$ cat config.mk
export PLATFORM = sky130hd
export DESIGN_NAME = crit_line_fill
export DESIGN_NICKNAME = d
export VERILOG_FILES = /design/src/rtl/crit_line_fill.sv
export SDC_FILE = /design/constraint.sdc
export NUM_CORES = 1
export LEC_CHECK = 0
export BUFFER_PORTS_ARGS = -buffer_cell sky130_fd_sc_hd__buf_2
export CELL_PAD_IN_SITES_DETAIL_PLACEMENT = 0
export CELL_PAD_IN_SITES_GLOBAL_PLACEMENT = 2
export CORE_AREA = 8 8 283 285
export CTS_CLUSTER_DIAMETER = 80
export DETAILED_ROUTE_END_ITERATION = 10
export DIE_AREA = 0 0 291 293
export PLACE_DENSITY_LB_ADDON = 0.1
export SLEW_MARGIN = 40
export SYNTH_ARGS = -nofsm -noshare
export SYNTH_HDL_FRONTEND = slang
export SYNTH_SLANG_ARGS = --single-unit
$ cat constraint.sdc
create_clock -name clk -period 9.7 [get_ports clk]
set_clock_uncertainty 0.1 [all_clocks]
set_input_delay 0.485 -clock clk [delete_from_list [all_inputs] [get_ports clk]]
set_output_delay 0.485 -clock clk [all_outputs]
set_load 0.005 [all_outputs]
$ cat src/rtl/crit_line_fill.sv
module crit_line_fill #(
  parameter int ADDR_W = 32,
  parameter int DATA_W = 64,
  parameter int BEATS  = 8
) (
  input  logic                    clk,
  input  logic                    rst_n,
  input  logic                    miss_valid,
  input  logic [ADDR_W-1:0]       miss_addr,
  output logic                    miss_ready,
  output logic                    mem_req,
  output logic [ADDR_W-1:0]       mem_req_addr,
  input  logic                    mem_beat_valid,
  input  logic [DATA_W-1:0]       mem_beat_data,
  output logic                    fwd_valid,
  output logic [DATA_W-1:0]       fwd_data,
  output logic                    line_valid,
  output logic [ADDR_W-1:0]       line_addr,
  output logic [DATA_W*BEATS-1:0] line_data
);
  localparam int OFF_W    = $clog2(DATA_W / 8);
  localparam int IDX_W    = $clog2(BEATS);
  localparam int LINE_LSB = OFF_W + IDX_W;

  logic                          busy;
  logic [IDX_W-1:0]              idx;
  logic [IDX_W-1:0]              cnt;
  logic [ADDR_W-1:0]             base;
  logic [BEATS-1:0][DATA_W-1:0]  buf_q;

  wire accept = miss_valid && !busy;
  wire take   = busy && mem_beat_valid;
  wire last   = take && (&cnt);

  assign miss_ready = !busy;
  assign fwd_valid  = take && (cnt == '0);
  assign fwd_data   = mem_beat_data;
  assign line_addr  = base;
  assign line_data  = buf_q;

  always_ff @(posedge clk) begin
    if (!rst_n) begin
      busy         <= 1'b0;
      mem_req      <= 1'b0;
      line_valid   <= 1'b0;
      cnt          <= '0;
      idx          <= '0;
      base         <= '0;
      mem_req_addr <= '0;
    end else begin
      mem_req    <= accept;
      line_valid <= last;
      if (accept) begin
        busy         <= 1'b1;
        cnt          <= '0;
        idx          <= miss_addr[LINE_LSB-1:OFF_W];
        base         <= {miss_addr[ADDR_W-1:LINE_LSB], {LINE_LSB{1'b0}}};
        mem_req_addr <= {miss_addr[ADDR_W-1:OFF_W], {OFF_W{1'b0}}};
      end else if (take) begin
        cnt <= cnt + 1'b1;
        idx <= idx + 1'b1;
        if (last) busy <= 1'b0;
      end
    end
  end

  always_ff @(posedge clk) begin
    if (take) buf_q[idx] <= mem_beat_data;
  end


  line_pulse_chk: assert property (@(posedge clk) disable iff (!rst_n)
    line_valid |=> !line_valid);


  ready_on_line_chk: assert property (@(posedge clk) disable iff (!rst_n)
    line_valid |-> miss_ready);


  req_after_accept_chk: assert property (@(posedge clk) disable iff (!rst_n)
    mem_req |-> $past(miss_valid && miss_ready));


  req_single_chk: assert property (@(posedge clk) disable iff (!rst_n)
    mem_req |=> !mem_req);


  fwd_busy_chk: assert property (@(posedge clk) disable iff (!rst_n)
    fwd_valid |-> (!miss_ready && mem_beat_valid));


  hold_busy_chk: assert property (@(posedge clk) disable iff (!rst_n)
    (!miss_ready && !mem_beat_valid) |=> !miss_ready);


  no_fwd_with_line_chk: assert property (@(posedge clk) disable iff (!rst_n)
    !(fwd_valid && line_valid));
endmodule

==> flow_metrics.tcl, run 1 <==
set metrics [dict create \
    numCtsBuffers 66 \
    min_period_over_period_pct 31.5 \
    tritoncts "built" \
    relSlewSlack_pct 45.2 \
    core_area_um2 75400 \
    synthCells 796 \
    synthToLayoutAreaGrowth_pct 36.0 \
    wl_per_cell_um 27.3 \
    path_class "flip-flop to flip-flop" \
    startpoint_type "flip-flop" \
    maxCapViolCount 0 \
    die_y_um 293 \
    startpoint "busy" \
    firstDrtPassIters 4 \
    leakage_nw 9.26 \
    fmax_mhz 327 \
    wl_um 69400 \
    yosys_register_bits 550 \
    start_util_pct 23.6 \
    cp-end-kind "flip-flop" \
    port-buffer-count 731 \
    insertion_delay_ps 580 \
    final_core_util_pct 32.0 \
    antenna_found_initial 4 \
    r2r_start "busy" \
    final-setup-viol-count 0 \
    synth_edf_count 512 \
    required_ps 9800 \
    r2r_slack_ps 6640 \
    status "finished, final reports clean" \
    r2r-end "line_data[129]" \
    reg2reg_depth 5 \
    drive_gt1_share_pct 57.7 \
    yosys_most_used_dff "edfxtp_1" \
    clock_sinks 550 \
    dp_hpwl_um 52000 \
    grt_pass1_wl_um 93200 \
    arrival_ps 3160 \
    min_delay_path_depth 3 \
    power.density_nw_per_um2 212 \
    fp.dieW_um 291 \
    finalNetCount 1620 \
    layout_common_cells "731 x buf_2, 512 x edfxtp_1, 66 x clkbuf_16, 39 x nand2_1, 38 x dfxtp_1" \
    hold_slack_ps 48.0 \
    htree_num_levels 3 \
    cts_buffer_depth 3 \
    power_mw 5.12 \
    vdd_drop_max_v 0.000103 \
    final_common_cell "buf_2" \
    syn-cell-area_um2 17800 \
    dp_cells 2421 \
    worstHoldEndpoint "line_addr[31]" \
    async_flop_share_pct 0 \
    final_area_um2 24200 \
    avgSynthCellArea_um2 22.3 \
    timing.final.ws_setup_ps 6640 \
    pre_cts_slack_ps 6370 \
    tns_ps 0 \
    root_buffer "clkbuf_16" \
    io-pin-count 744 \
    vias 9930 \
    clkTransAtPathRegs_ps 60 \
    dieArea_um2 85300 \
    synth_cell_types 26 \
    worstHoldPathType "input port to flip-flop" \
    grt_setup_unrepaired "false" \
    worst_pin_slew_ps 822 \
    hold_violations 0 \
    drt-initial-drc-count 512 \
    via_per_inst 3.90 \
    ant_nets 0 \
    fin_crit_ps 3060 \
    crit_fanout 33 \
    track_usage_pct 15.6 \
    hold_path.startpoint "miss_addr[31]" \
    ys_seq_area_share_pct 90.8 \
    drcViolationCount 0 \
    std_cell_rows 101 \
    grt_pass1_vias 10200 \
    synth_warnings 0 \
    grt_max_degree 53 \
    cts_resized 0 \
    overflow 0 \
    routabilityCongestion 0.724 \
    finalNonFillerCells 2547 \
    dpl_cell_area_um2 22100 \
    drv_slew 0 \
]
[cell type report]
type,count,area [µm²]
Antenna cell,2,5.00
Clock buffer,85,1740
Clock inverter,34,260
Fill cell,7480,51300
Inverter,4,15.0
Multi-Input combinational cell,140,888
Sequential cell,550,16100
Tap cell,978,1220
Timing Repair Buffer,754,3890
[report_power, final]
group | internal [mW] | switching [mW] | total (mW)
Sequential | 2.63 | 0.0139 | 2.64
Clock | 1.33 | 0.968 | 2.30
Combinational | 0.0573 | 0.119 | 0.176
[how the worst max path moves through the flow]
stage,end
finish,line_data[129]
global route,line_data[129]
CTS,line_data[129]
detailed placement,line_data[158]
global placement,line_data[398]
floorplan,line_data[0]
[Yosys cell counts, types with 2 or more instances]
master	count	area (µm²)
a21oi_1	4	20.0
a21oi_2	28	245
nand2_1	39	146
nor3_1	2	10.0
nor2_1	8	30.0
nand2_2	28	175
ha_1	4	50.1
buf_2	3	15.0
buf_6	4	45.0
a31oi_1	3	18.8
edfxtp_1	512	15400
inv_1	4	15.0
nand2b_1	4	25.0
nand3_1	3	15.0
dfxtp_1	38	761
o21ai_0	2	10.0
buf_4	101	758
[kinds of logic (layout without fill, tap and decap cells)]
group / count (synthesis) / after routing / synth area share [%]
compound gates: 37 / 37 / 1.65
fa+ha+maj: 4 / 4 / 0.282
simple gates: 88 / 88 / 2.41
flops: 550 / 550 / 90.8
buf+inv: 114 / 877 / 4.73
other cells: 1 / 11 / 0.0211
xor+xnor: 2 / 2 / 0.0986
[worst max-delay path, stage by stage (launching register included)]
cell and delay, ps:
dfxtp_1 460, and2_1 360, nand2b_1 310, nor2_4 330
buf_4 480, buf_4 600
[what timing repair did]
item	CTS	global route
buffers inserted	0	0
hold endpoints to repair	5	0
hold buffers	5	0
[flip-flops by register name (all words and copies together), names as in the netlist]
signal	count
line_addr	26
mem_req	1
idx	3
line_valid	1
cnt	3
busy	1
mem_req_addr	3
line_data	512
[routing by layer]
metal | vias to the layer above | global-route usage, % | wire length [µm]
li1 | 4355 | - | -
met2 | 481 | 27.3 | 35100
met5 | - | 0 | 40
met1 | 4987 | 16.7 | 25400
met3 | 101 | 6.73 | 6830
met4 | 6 | 5.45 | 2080
Note: power is estimated with default switching activity, not from simulation.
==> run 2, diff against run 1 <==
==> constraint.sdc (replaced) <==
create_clock -name clk -period 2.6 [get_ports clk]
set_clock_uncertainty 0.1 [all_clocks]
set_input_delay 0.13 -clock clk [delete_from_list [all_inputs] [get_ports clk]]
set_output_delay 0.13 -clock clk [all_outputs]
set_load 0.005 [all_outputs]
==> flow_metrics.tcl, run 2 (synthesized netlist as in run 1, its figures left out) <==
set metrics [dict create \
    status "finished, final reports clean" \
    worst_pin_slew_ps 563 \
    final_area_um2 25200 \
    cts_buffer_depth 3 \
    required_ps 3060 \
    p_comb_share_pct 4.3 \
    power_frac_seq_pct 52.3 \
    startpoint_type "flip-flop" \
    cts_resized 0 \
    path_class "flip-flop to flip-flop" \
    grt_pass1_vias 10800 \
    dpl_cell_area_um2 22200 \
    wl_per_cell_um 26.8 \
    overflow 0 \
    tritoncts "built" \
    drv_slew 0 \
    ant_nets 0 \
    internal-power_mw 14.7 \
    insertion_delay_ps 610 \
    fp.dieW_um 291 \
    power.density_nw_per_um2 748 \
    clock_sinks 550 \
    largest_reg_flops 512 \
    wl_um 71000 \
    final_core_util_pct 33.4 \
    leakage_nw 9.66 \
    final-setup-viol-count 0 \
    arrival_ps 2720 \
    fmax_mhz 442 \
    worstHoldPathType "input port to flip-flop" \
    htree_num_levels 2 \
    drcViolationCount 0 \
    crit_fanout 9 \
    track_usage_pct 15.9 \
    cp-end-kind "flip-flop" \
    via_per_inst 3.91 \
    dp_hpwl_um 52700 \
    die_y_um 293 \
    grt_max_degree 56 \
    std_cell_rows 101 \
    grt_setup_unrepaired "false" \
    start_util_pct 23.6 \
    port-buffer-count 731 \
    numCtsBuffers 61 \
    vias 10300 \
    io-pin-count 744 \
    synthToLayoutAreaGrowth_pct 41.7 \
    maxCapViolCount 0 \
    fin_crit_ps 2260 \
    firstDrtPassIters 4 \
    relSlewSlack_pct 62.5 \
    grt_pass1_wl_um 95800 \
    dieArea_um2 85300 \
    routabilityCongestion 0.753 \
    core_area_um2 75400 \
    clkTransAtPathRegs_ps 60 \
    antenna_found_initial 3 \
    root_buffer "clkbuf_16" \
    hold_violations 0 \
    final_common_cell "buf_2" \
    clkPwrFrac_pct 43.4 \
    switching_share_pct 21.8 \
    drive_gt1_share_pct 54.4 \
    drt-initial-drc-count 520 \
    vdd_drop_max_v 0.000595 \
    finalNetCount 1719 \
    min_period_over_period_pct 87.0 \
    layout_common_cells "731 x buf_2, 512 x edfxtp_1, 108 x dlygate4sd3_1, 61 x clkbuf_16, 38 x nand2_1" \
    hold_slack_ps 202 \
    p_switching_mw 4.11 \
]
==> run 2: final timing paths <==
kind / to / slack, ps / cells after the start / startpoint
worst max-delay path: mem_req_addr[4] / 340 / 5 / busy
worst min-delay path: line_addr[21] / 200 / 4 / miss_addr[21]
worst max register to register: mem_req_addr[4] / 340 / 5 / busy
worst min register to register: mem_req_addr[3] / 370 / 2 / mem_req_addr[3]
==> run 2: what timing repair did <==
action / 4_1_cts / 5_1_grt
buffers inserted: 0 / 0
endpoints found under the hold margin: 549 / 0
hold buffers: 108 / 0
==> run 2: power groups by stage <==
stage	combinational, mW	sequential [mW]	clock, mW
final	0.807	9.85	8.19
after detailed placement	0.707	10.0	0
after CTS	0.836	9.85	8.49
after floorplan	0.273	10.1	0
after global placement	0.713	10.0	0
after global routing	0.886	9.86	8.81
==> run 2: per-stage QoR <==
step / worst slack [ps] / power, mW / cells / TNS (ps)
6_report: 337 / 18.8 / 2643 / 0
5_1_grt: 213 / 19.6 / 2642 / 0
4_1_cts: 318 / 19.2 / 2642 / 0
3_5_place_dp: 655 / 10.7 / 2422 / 0
3_3_place_gp: 688 / 10.8 / 2422 / 0
2_1_floorplan: -320 / 10.3 / 804 / -147100
==> run 2: worst max-delay path, stage by stage, from the launching register on <==
cell           delay [ps]
dfxtp_2               360
nor2b_2               370
nand2_1               100
dlygate4sd3_1         610
a21oi_2               120
dlygate4sd3_1         550
==> run 2: final cells by class <==
type	instances	area, µm²
Antenna cell	1	2.50
Clock buffer	72	1570
Clock inverter	40	327
Fill cell	7461	50300
Inverter	4	15.0
Multi-Input combinational cell	140	913
Sequential cell	550	16100
Tap cell	978	1220
Timing Repair Buffer	858	4990
==> run 2: per-layer routing <==
metal  track usage, %  vias up  wire (µm)
met5                0        -          0
met4             5.28        0       2380
met3             6.89       85       6840
met2             27.9      483      35600
met1             17.1     5210      26200
li1                 -     4554          -
